**config.mk**
```make
export PLATFORM = sky130hd
export DESIGN_NAME = busdma_engine
export DESIGN_NICKNAME = d
export VERILOG_FILES = /design/src/rtl/busdma_pkg.sv /design/src/rtl/busdma_regs.sv /design/src/rtl/busdma_core.sv /design/src/rtl/busdma_engine.sv
export SDC_FILE = /design/constraint.sdc
export NUM_CORES = 1
export LEC_CHECK = 0
export BUFFER_PORTS_ARGS = -buffer_cell sky130_fd_sc_hd__buf_2
export CORE_AREA = 2 2 186 133
export CTS_CLUSTER_SIZE = 8
export DETAILED_ROUTE_END_ITERATION = 12
export DIE_AREA = 0 0 188 135
export PLACE_DENSITY_LB_ADDON = 0.05
export REMOVE_ABC_BUFFERS = 1
export SYNTH_ARGS = -nofsm -noshare
export SYNTH_HDL_FRONTEND = slang
export SYNTH_HIERARCHICAL = 1
export SYNTH_SLANG_ARGS = --single-unit
```
**constraint.sdc**
```tcl
create_clock -name clk -period 5.8 [get_ports clk]
set_clock_uncertainty 0.15 [all_clocks]
set_input_delay 0.58 -clock clk [delete_from_list [all_inputs] [get_ports clk]]
set_output_delay 0.58 -clock clk [all_outputs]
set_load 0.05 [all_outputs]
```
**src/rtl/busdma_pkg.sv**
```systemverilog
package busdma_pkg;
  localparam int PRD_SIZE_BITS = 16;
  localparam int WCNT_W        = PRD_SIZE_BITS - 1;

  localparam logic [2:0] OFS_CMD  = 3'd0;
  localparam logic [2:0] OFS_STAT = 3'd2;
  localparam logic [2:0] OFS_PTR  = 3'd4;

  localparam int CMD_START   = 0;
  localparam int CMD_DIR     = 3;
  localparam int STAT_ACTIVE = 0;
  localparam int STAT_INTR   = 2;
  localparam int SIZE_LAST   = 31;

  typedef enum logic [2:0] {
    S_IDLE, S_FETCH_A, S_FETCH_S, S_MOVE, S_HOLD
  } eng_state_t;

  // words described by a size field; an all-zero field is the maximum span
  function automatic logic [WCNT_W-1:0] prd_word_count(input logic [PRD_SIZE_BITS-3:0] w);
    if (w == '0) return WCNT_W'(1 << (PRD_SIZE_BITS - 2));
    return WCNT_W'(w);
  endfunction
endpackage

```
**src/rtl/busdma_regs.sv**
```systemverilog
module busdma_regs
  import busdma_pkg::*;
(
  input  logic        clk,
  input  logic        rst_n,
  input  logic        wr_en,
  input  logic [2:0]  addr,
  input  logic [31:0] wdata,
  input  logic        act_clr,
  input  logic        intr_set,
  output logic [31:0] rdata,
  output logic        start_evt,
  output logic        stop_evt,
  output logic        start_dir,
  output logic [31:0] table_ptr,
  output logic        active,
  output logic        intr
);
  logic        cmd_start, cmd_dir;
  logic [29:0] ptr_q;
  logic        cmd_wr, stat_wr, ptr_wr;
  logic        unused_wbit;

  assign cmd_wr    = wr_en && addr == OFS_CMD;
  assign stat_wr   = wr_en && addr == OFS_STAT;
  assign ptr_wr    = wr_en && addr == OFS_PTR;
  assign start_evt = cmd_wr && wdata[CMD_START] && !cmd_start;
  assign stop_evt  = cmd_wr && !wdata[CMD_START] && cmd_start;
  assign start_dir = wdata[CMD_DIR];
  assign table_ptr = {ptr_q, 2'b00};
  assign unused_wbit = wdata[1];

  always_ff @(posedge clk) begin
    if (!rst_n) begin
      cmd_start <= 1'b0;
      cmd_dir   <= 1'b0;
      ptr_q     <= '0;
      active    <= 1'b0;
      intr      <= 1'b0;
    end else begin
      if (cmd_wr) begin
        cmd_start <= wdata[CMD_START];
        cmd_dir   <= wdata[CMD_DIR];
      end
      if (ptr_wr) ptr_q <= wdata[31:2];
      if (start_evt) active <= 1'b1;
      else if (stop_evt || act_clr) active <= 1'b0;
      if (intr_set) intr <= 1'b1;
      else if (stat_wr && wdata[STAT_INTR]) intr <= 1'b0;
    end
  end

  always_comb begin
    case (addr)
      OFS_CMD:  rdata = {28'd0, cmd_dir, 2'b00, cmd_start};
      OFS_STAT: rdata = {29'd0, intr, 1'b0, active};
      OFS_PTR:  rdata = table_ptr;
      default:  rdata = '0;
    endcase
  end

  a_r3_active_from_start: assert property (@(posedge clk) disable iff (!rst_n)
    $rose(active) |-> $past(start_evt));
  a_r10_stop_clears: assert property (@(posedge clk) disable iff (!rst_n)
    stop_evt |=> !active);
  a_r8_active_holds: assert property (@(posedge clk) disable iff (!rst_n)
    active && !stop_evt && !act_clr |=> active);
  a_r9_intr_w1c: assert property (@(posedge clk) disable iff (!rst_n)
    stat_wr && wdata[STAT_INTR] && !intr_set |=> !intr);
  a_r9_intr_keep: assert property (@(posedge clk) disable iff (!rst_n)
    intr && !(stat_wr && wdata[STAT_INTR]) |=> intr);
endmodule

```
**src/rtl/busdma_core.sv**
```systemverilog
module busdma_core
  import busdma_pkg::*;
#(
  parameter int LEN_W = 20
) (
  input  logic             clk,
  input  logic             rst_n,
  input  logic             start_evt,
  input  logic             stop_evt,
  input  logic             start_dir,
  input  logic [31:0]      table_ptr,
  input  logic             dev_go,
  input  logic [LEN_W-1:0] dev_len,
  input  logic [31:0]      dev_din,
  output logic             dev_take,
  output logic [31:0]      dev_dout,
  output logic             dev_put,
  output logic             mem_req,
  output logic             mem_we,
  output logic [31:0]      mem_addr,
  output logic [31:0]      mem_wdata,
  input  logic [31:0]      mem_rdata,
  input  logic             mem_ack,
  output logic             act_clr,
  output logic             intr_set
);
  localparam int DW_W = LEN_W - 2;

  eng_state_t        state;
  logic              dir_q, last_q, dev_pend;
  logic [31:0]       ptr_cur, buf_addr;
  logic [WCNT_W-1:0] wleft;
  logic [DW_W-1:0]   dev_rem;
  logic              beat, word_beat, dev_done_w, tbl_end_w;
  logic [1:0]        unused_len;

  assign unused_len = dev_len[1:0];
  assign mem_req   = state == S_FETCH_A || state == S_FETCH_S || (state == S_MOVE && dev_pend);
  assign mem_we    = state == S_MOVE && dir_q;
  assign mem_wdata = dev_din;
  always_comb begin
    case (state)
      S_FETCH_A: mem_addr = ptr_cur;
      S_FETCH_S: mem_addr = ptr_cur + 32'd4;
      default:   mem_addr = buf_addr;
    endcase
  end

  // named events
  assign beat       = mem_req && mem_ack && !stop_evt;
  assign word_beat  = beat && state == S_MOVE;
  assign dev_done_w = word_beat && dev_rem == DW_W'(1);
  assign tbl_end_w  = word_beat && wleft == WCNT_W'(1) && last_q;
  assign dev_take   = word_beat && dir_q;
  assign act_clr    = tbl_end_w;
  assign intr_set   = dev_done_w;

  always_ff @(posedge clk) begin
    if (!rst_n) begin
      state    <= S_IDLE;
      dir_q    <= 1'b0;
      last_q   <= 1'b0;
      dev_pend <= 1'b0;
      ptr_cur  <= '0;
      buf_addr <= '0;
      wleft    <= '0;
      dev_rem  <= '0;
      dev_put  <= 1'b0;
      dev_dout <= '0;
    end else begin
      dev_put <= word_beat && !dir_q;
      if (word_beat && !dir_q) dev_dout <= mem_rdata;
      if (dev_go) begin
        dev_rem  <= dev_len[LEN_W-1:2];
        dev_pend <= dev_len[LEN_W-1:2] != '0;
      end else if (word_beat) begin
        dev_rem <= dev_rem - DW_W'(1);
        if (dev_rem == DW_W'(1)) dev_pend <= 1'b0;
      end
      if (stop_evt) state <= S_IDLE;
      else begin
        case (state)
          S_IDLE: if (start_evt) begin
            state   <= S_FETCH_A;
            ptr_cur <= table_ptr;
            dir_q   <= start_dir;
          end
          S_FETCH_A: if (beat) begin
            buf_addr <= {mem_rdata[31:2], 2'b00};
            state    <= S_FETCH_S;
          end
          S_FETCH_S: if (beat) begin
            wleft   <= prd_word_count(mem_rdata[PRD_SIZE_BITS-1:2]);
            last_q  <= mem_rdata[SIZE_LAST];
            ptr_cur <= ptr_cur + 32'd8;
            state   <= S_MOVE;
          end
          S_MOVE: if (word_beat) begin
            buf_addr <= buf_addr + 32'd4;
            wleft    <= wleft - WCNT_W'(1);
            if (tbl_end_w) state <= S_IDLE;
            else if (dev_done_w) state <= S_HOLD;
            else if (wleft == WCNT_W'(1)) state <= S_FETCH_A;
          end
          default: ;
        endcase
      end
    end
  end

  a_r12_req_hold: assert property (@(posedge clk) disable iff (!rst_n)
    mem_req && !mem_ack && !stop_evt |=> mem_req && $stable(mem_addr) && $stable(mem_we));
  a_r7_quiet_after_end: assert property (@(posedge clk) disable iff (!rst_n)
    tbl_end_w |=> !mem_req);
  a_r4_one_way: assert property (@(posedge clk) disable iff (!rst_n)
    !(dev_take && dev_put));
  a_r10_no_req_after_stop: assert property (@(posedge clk) disable iff (!rst_n)
    stop_evt |=> !mem_req);
endmodule

```
**src/rtl/busdma_engine.sv**
```systemverilog
module busdma_engine
  import busdma_pkg::*;
#(
  parameter int LEN_W = 20
) (
  input  logic             clk,
  input  logic             rst_n,
  input  logic             reg_wr,
  input  logic [2:0]       reg_addr,
  input  logic [31:0]      reg_wdata,
  output logic [31:0]      reg_rdata,
  input  logic             dev_go,
  input  logic [LEN_W-1:0] dev_len,
  input  logic [31:0]      dev_din,
  output logic             dev_take,
  output logic [31:0]      dev_dout,
  output logic             dev_put,
  output logic             mem_req,
  output logic             mem_we,
  output logic [31:0]      mem_addr,
  output logic [31:0]      mem_wdata,
  input  logic [31:0]      mem_rdata,
  input  logic             mem_ack,
  output logic             irq
);
  logic        start_evt, stop_evt, start_dir, active, intr, act_clr, intr_set;
  logic [31:0] table_ptr;

  busdma_regs u_regs (
    .clk(clk), .rst_n(rst_n), .wr_en(reg_wr), .addr(reg_addr), .wdata(reg_wdata),
    .act_clr(act_clr), .intr_set(intr_set), .rdata(reg_rdata),
    .start_evt(start_evt), .stop_evt(stop_evt), .start_dir(start_dir),
    .table_ptr(table_ptr), .active(active), .intr(intr)
  );

  busdma_core #(.LEN_W(LEN_W)) u_core (
    .clk(clk), .rst_n(rst_n), .start_evt(start_evt), .stop_evt(stop_evt),
    .start_dir(start_dir), .table_ptr(table_ptr), .dev_go(dev_go), .dev_len(dev_len),
    .dev_din(dev_din), .dev_take(dev_take), .dev_dout(dev_dout), .dev_put(dev_put),
    .mem_req(mem_req), .mem_we(mem_we), .mem_addr(mem_addr), .mem_wdata(mem_wdata),
    .mem_rdata(mem_rdata), .mem_ack(mem_ack), .act_clr(act_clr), .intr_set(intr_set)
  );

  assign irq = intr;

  a_r11_irq_from_done: assert property (@(posedge clk) disable iff (!rst_n)
    $rose(irq) |-> $past(intr_set));
  a_r6_exact_idle: assert property (@(posedge clk) disable iff (!rst_n)
    intr_set && act_clr |=> irq && !reg_rdata_active_q);

  logic reg_rdata_active_q;
  assign reg_rdata_active_q = active;
endmodule

```
=== Word-level counts from Yosys, hierarchy flattened ===
Cells that the tools add are included.

* Reduce and logical (&&, ||, !) cells: 45
* Muxes and demuxes: 35
* Equal/unequal tests: 12
* Add/subtract/negate cells: 5
* Bitwise operators: 2

{| class="wikitable"
|+ Operators with widths
! cell !! number
|-
| $pmux 32 s2 || 3
|-
| $mux 32 || 4
|-
| $pmux 32 s3 || 1
|-
| $add 32x3->32 const B || 2
|-
| $mux 15 || 4
|-
| $mux 18 || 2
|-
| $add 32x4->32 const B || 1
|-
| $pmux 15 s2 || 1
|-
| $mux 3 || 7
|-
| $eq 18x1->1 const B || 1
|-
| $logic_and 1x1->1 || 18
|-
| $reduce_bool 18->1 || 1
|-
| $sub 18x1->18 const B || 1
|-
| $eq 15x1->1 const B || 1
|-
| $sub 15x1->15 const B || 1
|-
| $logic_not 14->1 || 1
|-
| $reduce_bool 2->1 || 7
|-
| $mux 1 || 12
|-
| $pmux 3 s4 || 1
|-
| $reduce_and 4->1 || 3
|-
| $eq 3x2->1 const B || 3
|-
| $logic_not 3->1 || 2
|-
| $ne 2x1->1 const B || 3
|-
| $reduce_and 3->1 || 2
|-
| other kinds (11) || 17
|}

* Word-level logic and storage cells: 114
* Input bits: 124
* Output and inout bits: 133
* Bits in registers: 170

=== Logic depth before layout (Yosys ltp) ===
* Word-level depth: 13
* Mapped depth: 10
* Depth with buffers taken out: 8

=== By module ===
The synthesis kept the hierarchy.

{| class="wikitable"
|+ By module, submodules not included
! module !! area each (um2) !! cells an instance !! sequential area each (um2) !! times used
|-
| busdma_core || 8,916.1 || 1,213 || 2,682.6 || 1
|-
| busdma_regs || 1,577.8 || 200 || 680.7 || 1
|}

=== Worst setup path before layout ===
Ideal clock, no wire load.

* Kind: reg-to-output
* From: register u_core.ptr_cur[4]
* To: output port mem_addr[13]
* Setup slack: 1.912 ns
* Buffers on the path: 0
* Data required time: 5.070 ns
* Arrival time: 3.158 ns
* Stages on the path, launching flop included: 5
* Cells stage by stage: dfxtp_1 -> ha_1 -> nand3_4 -> or3_1 -> o311ai_0

* Word-level cells in the longest chain between the ends: 2

{| class="wikitable"
|+ RTL lines
! what !! RTL line !! source
|-
| from (decl) || busdma_core.sv:31 || <nowiki>logic [31:0] ptr_cur, buf_addr;</nowiki>
|-
| from (signal assigned) || busdma_core.sv:85 || <nowiki>ptr_cur <= table_ptr;</nowiki>
|-
| from (signal assigned) || busdma_core.sv:95 || <nowiki>ptr_cur <= ptr_cur + 32'd8;</nowiki>
|-
| $add 32x3->32 || busdma_core.sv:44 || <nowiki>S_FETCH_S: mem_addr = ptr_cur + 32'd4;</nowiki>
|-
| $pmux 32 s2 || busdma_core.sv:42 || <nowiki>case (state)</nowiki>
|-
| to (decl) || busdma_engine.sv:20 || <nowiki>output logic [31:0] mem_addr,</nowiki>
|}

No other way between the ends.

=== Final worst setup path ===
* From: register u_core.ptr_cur[3]
* To: output port mem_addr[31]

Same word-level chain as after synthesis.

==> impl_metrics.env <==
export IMPL_power_leakage_uw=0.00457
export IMPL_rsz0062_at_grt="false"
export IMPL_vias=10900
export IMPL_final_cell_mix="nand2_1 (228), buf_2 (187), dfxtp_1 (168)"
export IMPL_grt_pass1_wl_um=55000
export IMPL_syn_area_um2=10500
export IMPL_cts_setup_buffers=0
export IMPL_synth_warnings=6
export IMPL_hold_viol=0
export IMPL_vias_per_cell=5.96
export IMPL_drt_iter0_drc=1048
export IMPL_n_fill_cell=2396
export IMPL_cts_resized=0
export IMPL_fin_crit_ps=3960
export IMPL_p_switching_uw=1180
export IMPL_start_kind="flip-flop"
export IMPL_fmax_mhz=252
export IMPL_synth_seq_cells=168
export IMPL_htreeDepth=4
export IMPL_yosysTopAreaCellShare=0.320
export IMPL_status="completed"
export IMPL_avgRoutedWirePerCell_um=19.4
export IMPL_final_nets=1621
export IMPL_hold_buffers=0
export IMPL_post_route_period_util=0.683
export IMPL_setup_viol=0
export IMPL_min_path_type="primary input to flip-flop"
export IMPL_clk_pin_slew_worst_paths_ps=70
export IMPL_synth_largest_area_cell="dfxtp_1"
export IMPL_dp_hpwl_um=24800
export IMPL_rows=47
export IMPL_post_route_drc_count=0
export IMPL_required_ps=5070
export IMPL_whs_path_depth=3
export IMPL_insertedDiodeCount=0
export IMPL_syn_inst=1413
export IMPL_hold_slack_ps=196
export IMPL_clk_root_buffer_cell="clkbuf_16"
export IMPL_clkPwrFrac=0.334
export IMPL_core_um2=23500
export IMPL_gp_congestion=0.902
export IMPL_syn_mean_instance_area_um2=7.43
export IMPL_clock_latency_ps=450
export IMPL_grt_pass1_vias=9533
export IMPL_vdd_drop_max_mv=0.225
export IMPL_critPathKind="flip-flop to output pin"
export IMPL_crit_path_end_kind="output pin"
export IMPL_drt_pass1_iterations=5
export IMPL_cp_max_fo=8
export IMPL_r2r_cells=5
export IMPL_seqPwrFrac=0.409
export IMPL_drt_wl_total_um=35300
export IMPL_slew_violations=0
export IMPL_crit_arrival_ps=3230
export IMPL_track_usage=0.275
export IMPL_cts_tree="built"
export IMPL_clkSinkCount=168
export IMPL_layoutNonFillerInstCount=1821
export IMPL_synth_flop_cell="dfxtp_1"
export IMPL_grt_overflow=0
export IMPL_die_area_um2=25400
export IMPL_area_growth_syn_to_layout_pct=12.2
export IMPL_ys_seq_area_frac=0.320
export IMPL_p_int_uw=2060
export IMPL_ys_async_sr_fraction=0
export IMPL_cap_violations=0
export IMPL_final_common_cell="nand2_1"
export IMPL_fp_dieW_um=188
export IMPL_io_buffers=188
export IMPL_synth_area_leaders="dfxtp_1 (32%), nand2_1 (8.2%), a21oi_1 (5.2%)"
export IMPL_antenna_found_initial=0
export IMPL_grt_start_max_net_pins=87
export IMPL_final_layout_size_suffix_gt1_frac=0.186
export IMPL_synth_edf_count=0
export IMPL_p_per_area_nw_per_um2=275
export IMPL_swShare=0.365
export IMPL_ctsLongestPathBuffers=2
export IMPL_post_synth_num_cell_types=92
export IMPL_power_frac_comb=0.256
export IMPL_numCtsBuffers=17
export IMPL_ant_nets=0
export IMPL_pin_count=257
export IMPL_timing_setup_tns_ps=0
export IMPL_worst_pin_slew_ps=1090
export IMPL_dp_cells=1789
export IMPL_start_util=0.447
export IMPL_die_h_um=135
export IMPL_slew_headroom=0.274
state kept, by name, indices dropped and copies added (netlist names):
signal and flops:
u_core/buf_addr 30, u_core/dev_dout 32, u_core/dev_pend 1, u_core/dev_put 1, u_core/dev_rem 18, u_core/dir_q 1
u_core/last_q 1, u_core/ptr_cur 32, u_core/state 3, u_core/wleft 15, u_regs/active 1, u_regs/cmd_dir 1
u_regs/cmd_start 1, u_regs/intr 1, u_regs/ptr_q 30
stage by stage:
stage               total power (uW)  cell area, um2  setup WS (ps)   util
detailed placement              2170           11200           2270  0.479
global route                    3390           11800           1680  0.502
finish                          3240           11800           1840  0.502
floorplan                       1860            9700            680      -
CTS                             3250           11800           1880  0.502
global placement                2160           11200           2300  0.479
cells in the mapped netlist, types with 5 or more instances:
cell type / count
nand2_1: 228
dfxtp_1: 168
a21oi_1: 110
o21ai_0: 104
nor2_1: 85
nand3_1: 77
clkbuf_1: 70
and2_1: 43
buf_4: 40
nor3_1: 38
buf_2: 31
nand4_1: 24
nor4_1: 23
inv_1: 19
or3_1: 19
and3_1: 18
a22oi_1: 15
a211oi_1: 13
a31oi_1: 13
and4_1: 13
o211ai_1: 13
o21ai_1: 13
mux2i_1: 12
a311oi_1: 11
o21a_1: 11
xnor2_1: 10
or4_1: 9
nor2b_1: 8
o311ai_1: 8
xor2_1: 8
a221oi_1: 7
ha_1: 7
nor4_2: 7
o31a_1: 7
o31ai_1: 7
a21o_1: 6
nand2b_1: 6
clkbuf_2: 5
nand3b_1: 5
o22ai_1: 5
power by group through the flow:
stage	clock (uW)	combinational [uW]	sequential, uW
3_3_place_gp	0	817	1350
3_5_place_dp	0	823	1350
4_1_cts	1110	826	1320
2_1_floorplan	0	543	1320
5_1_grt	1160	902	1330
6_report	1080	830	1330
logic make-up after synthesis:
group	synth area share
other cells	0.000357
flops	0.320
xor+xnor	0.0150
buf+inv	0.0832
mux	0.0147
fa+ha+maj	0.00835
simple gates	0.327
compound gates	0.231
worst max-delay path, stage by stage (launching register included):
cell and delay [ps]:
dfxtp_1 610, ha_1 380, nand3_4 200, nor4_4 590, nand3_1 230, or3_1 360
nand3_1 130, buf_2 280
cell type report:
type / instances / area, um2 / share of cell area
Multi-Input combinational cell: 1075 / 6310 / 0.536
Sequential cell: 168 / 3360 / 0.286
Timing Repair Buffer: 208 / 1090 / 0.0929
Clock buffer: 25 / 495 / 0.0421
Tap cell: 318 / 398 / 0.0338
Inverter: 20 / 75.1 / 0.00638
Clock inverter: 7 / 42.5 / 0.00361
routing by layer:
metal	up-vias	share of wire	GRT usage
met4	0	0.0086	0.0582
met1	5085	0.51	0.430
li1	5260	-	-
met3	21	0.093	0.0712
met2	486	0.39	0.367
met5	-	0	0.0154
path summary, 6_finish.rpt:
path,startpoint,end,slack (ps)
worst min-delay path,reg_wdata[21],u_regs/ptr_q[19]$_SDFFE_PN0P_,200
worst max register to register,u_core/state[0]$_SDFFE_PP0P_,u_core/buf_addr[12]$_SDFFE_PN0P_,2910
worst min register to register,u_core/dev_dout[14]$_SDFFE_PN0P_,u_core/dev_dout[14]$_SDFFE_PN0P_,300
worst max-delay path,u_core/ptr_cur[3]$_SDFFE_PN0P_,mem_addr[31],1840
(Power assumes the default switching activity.)
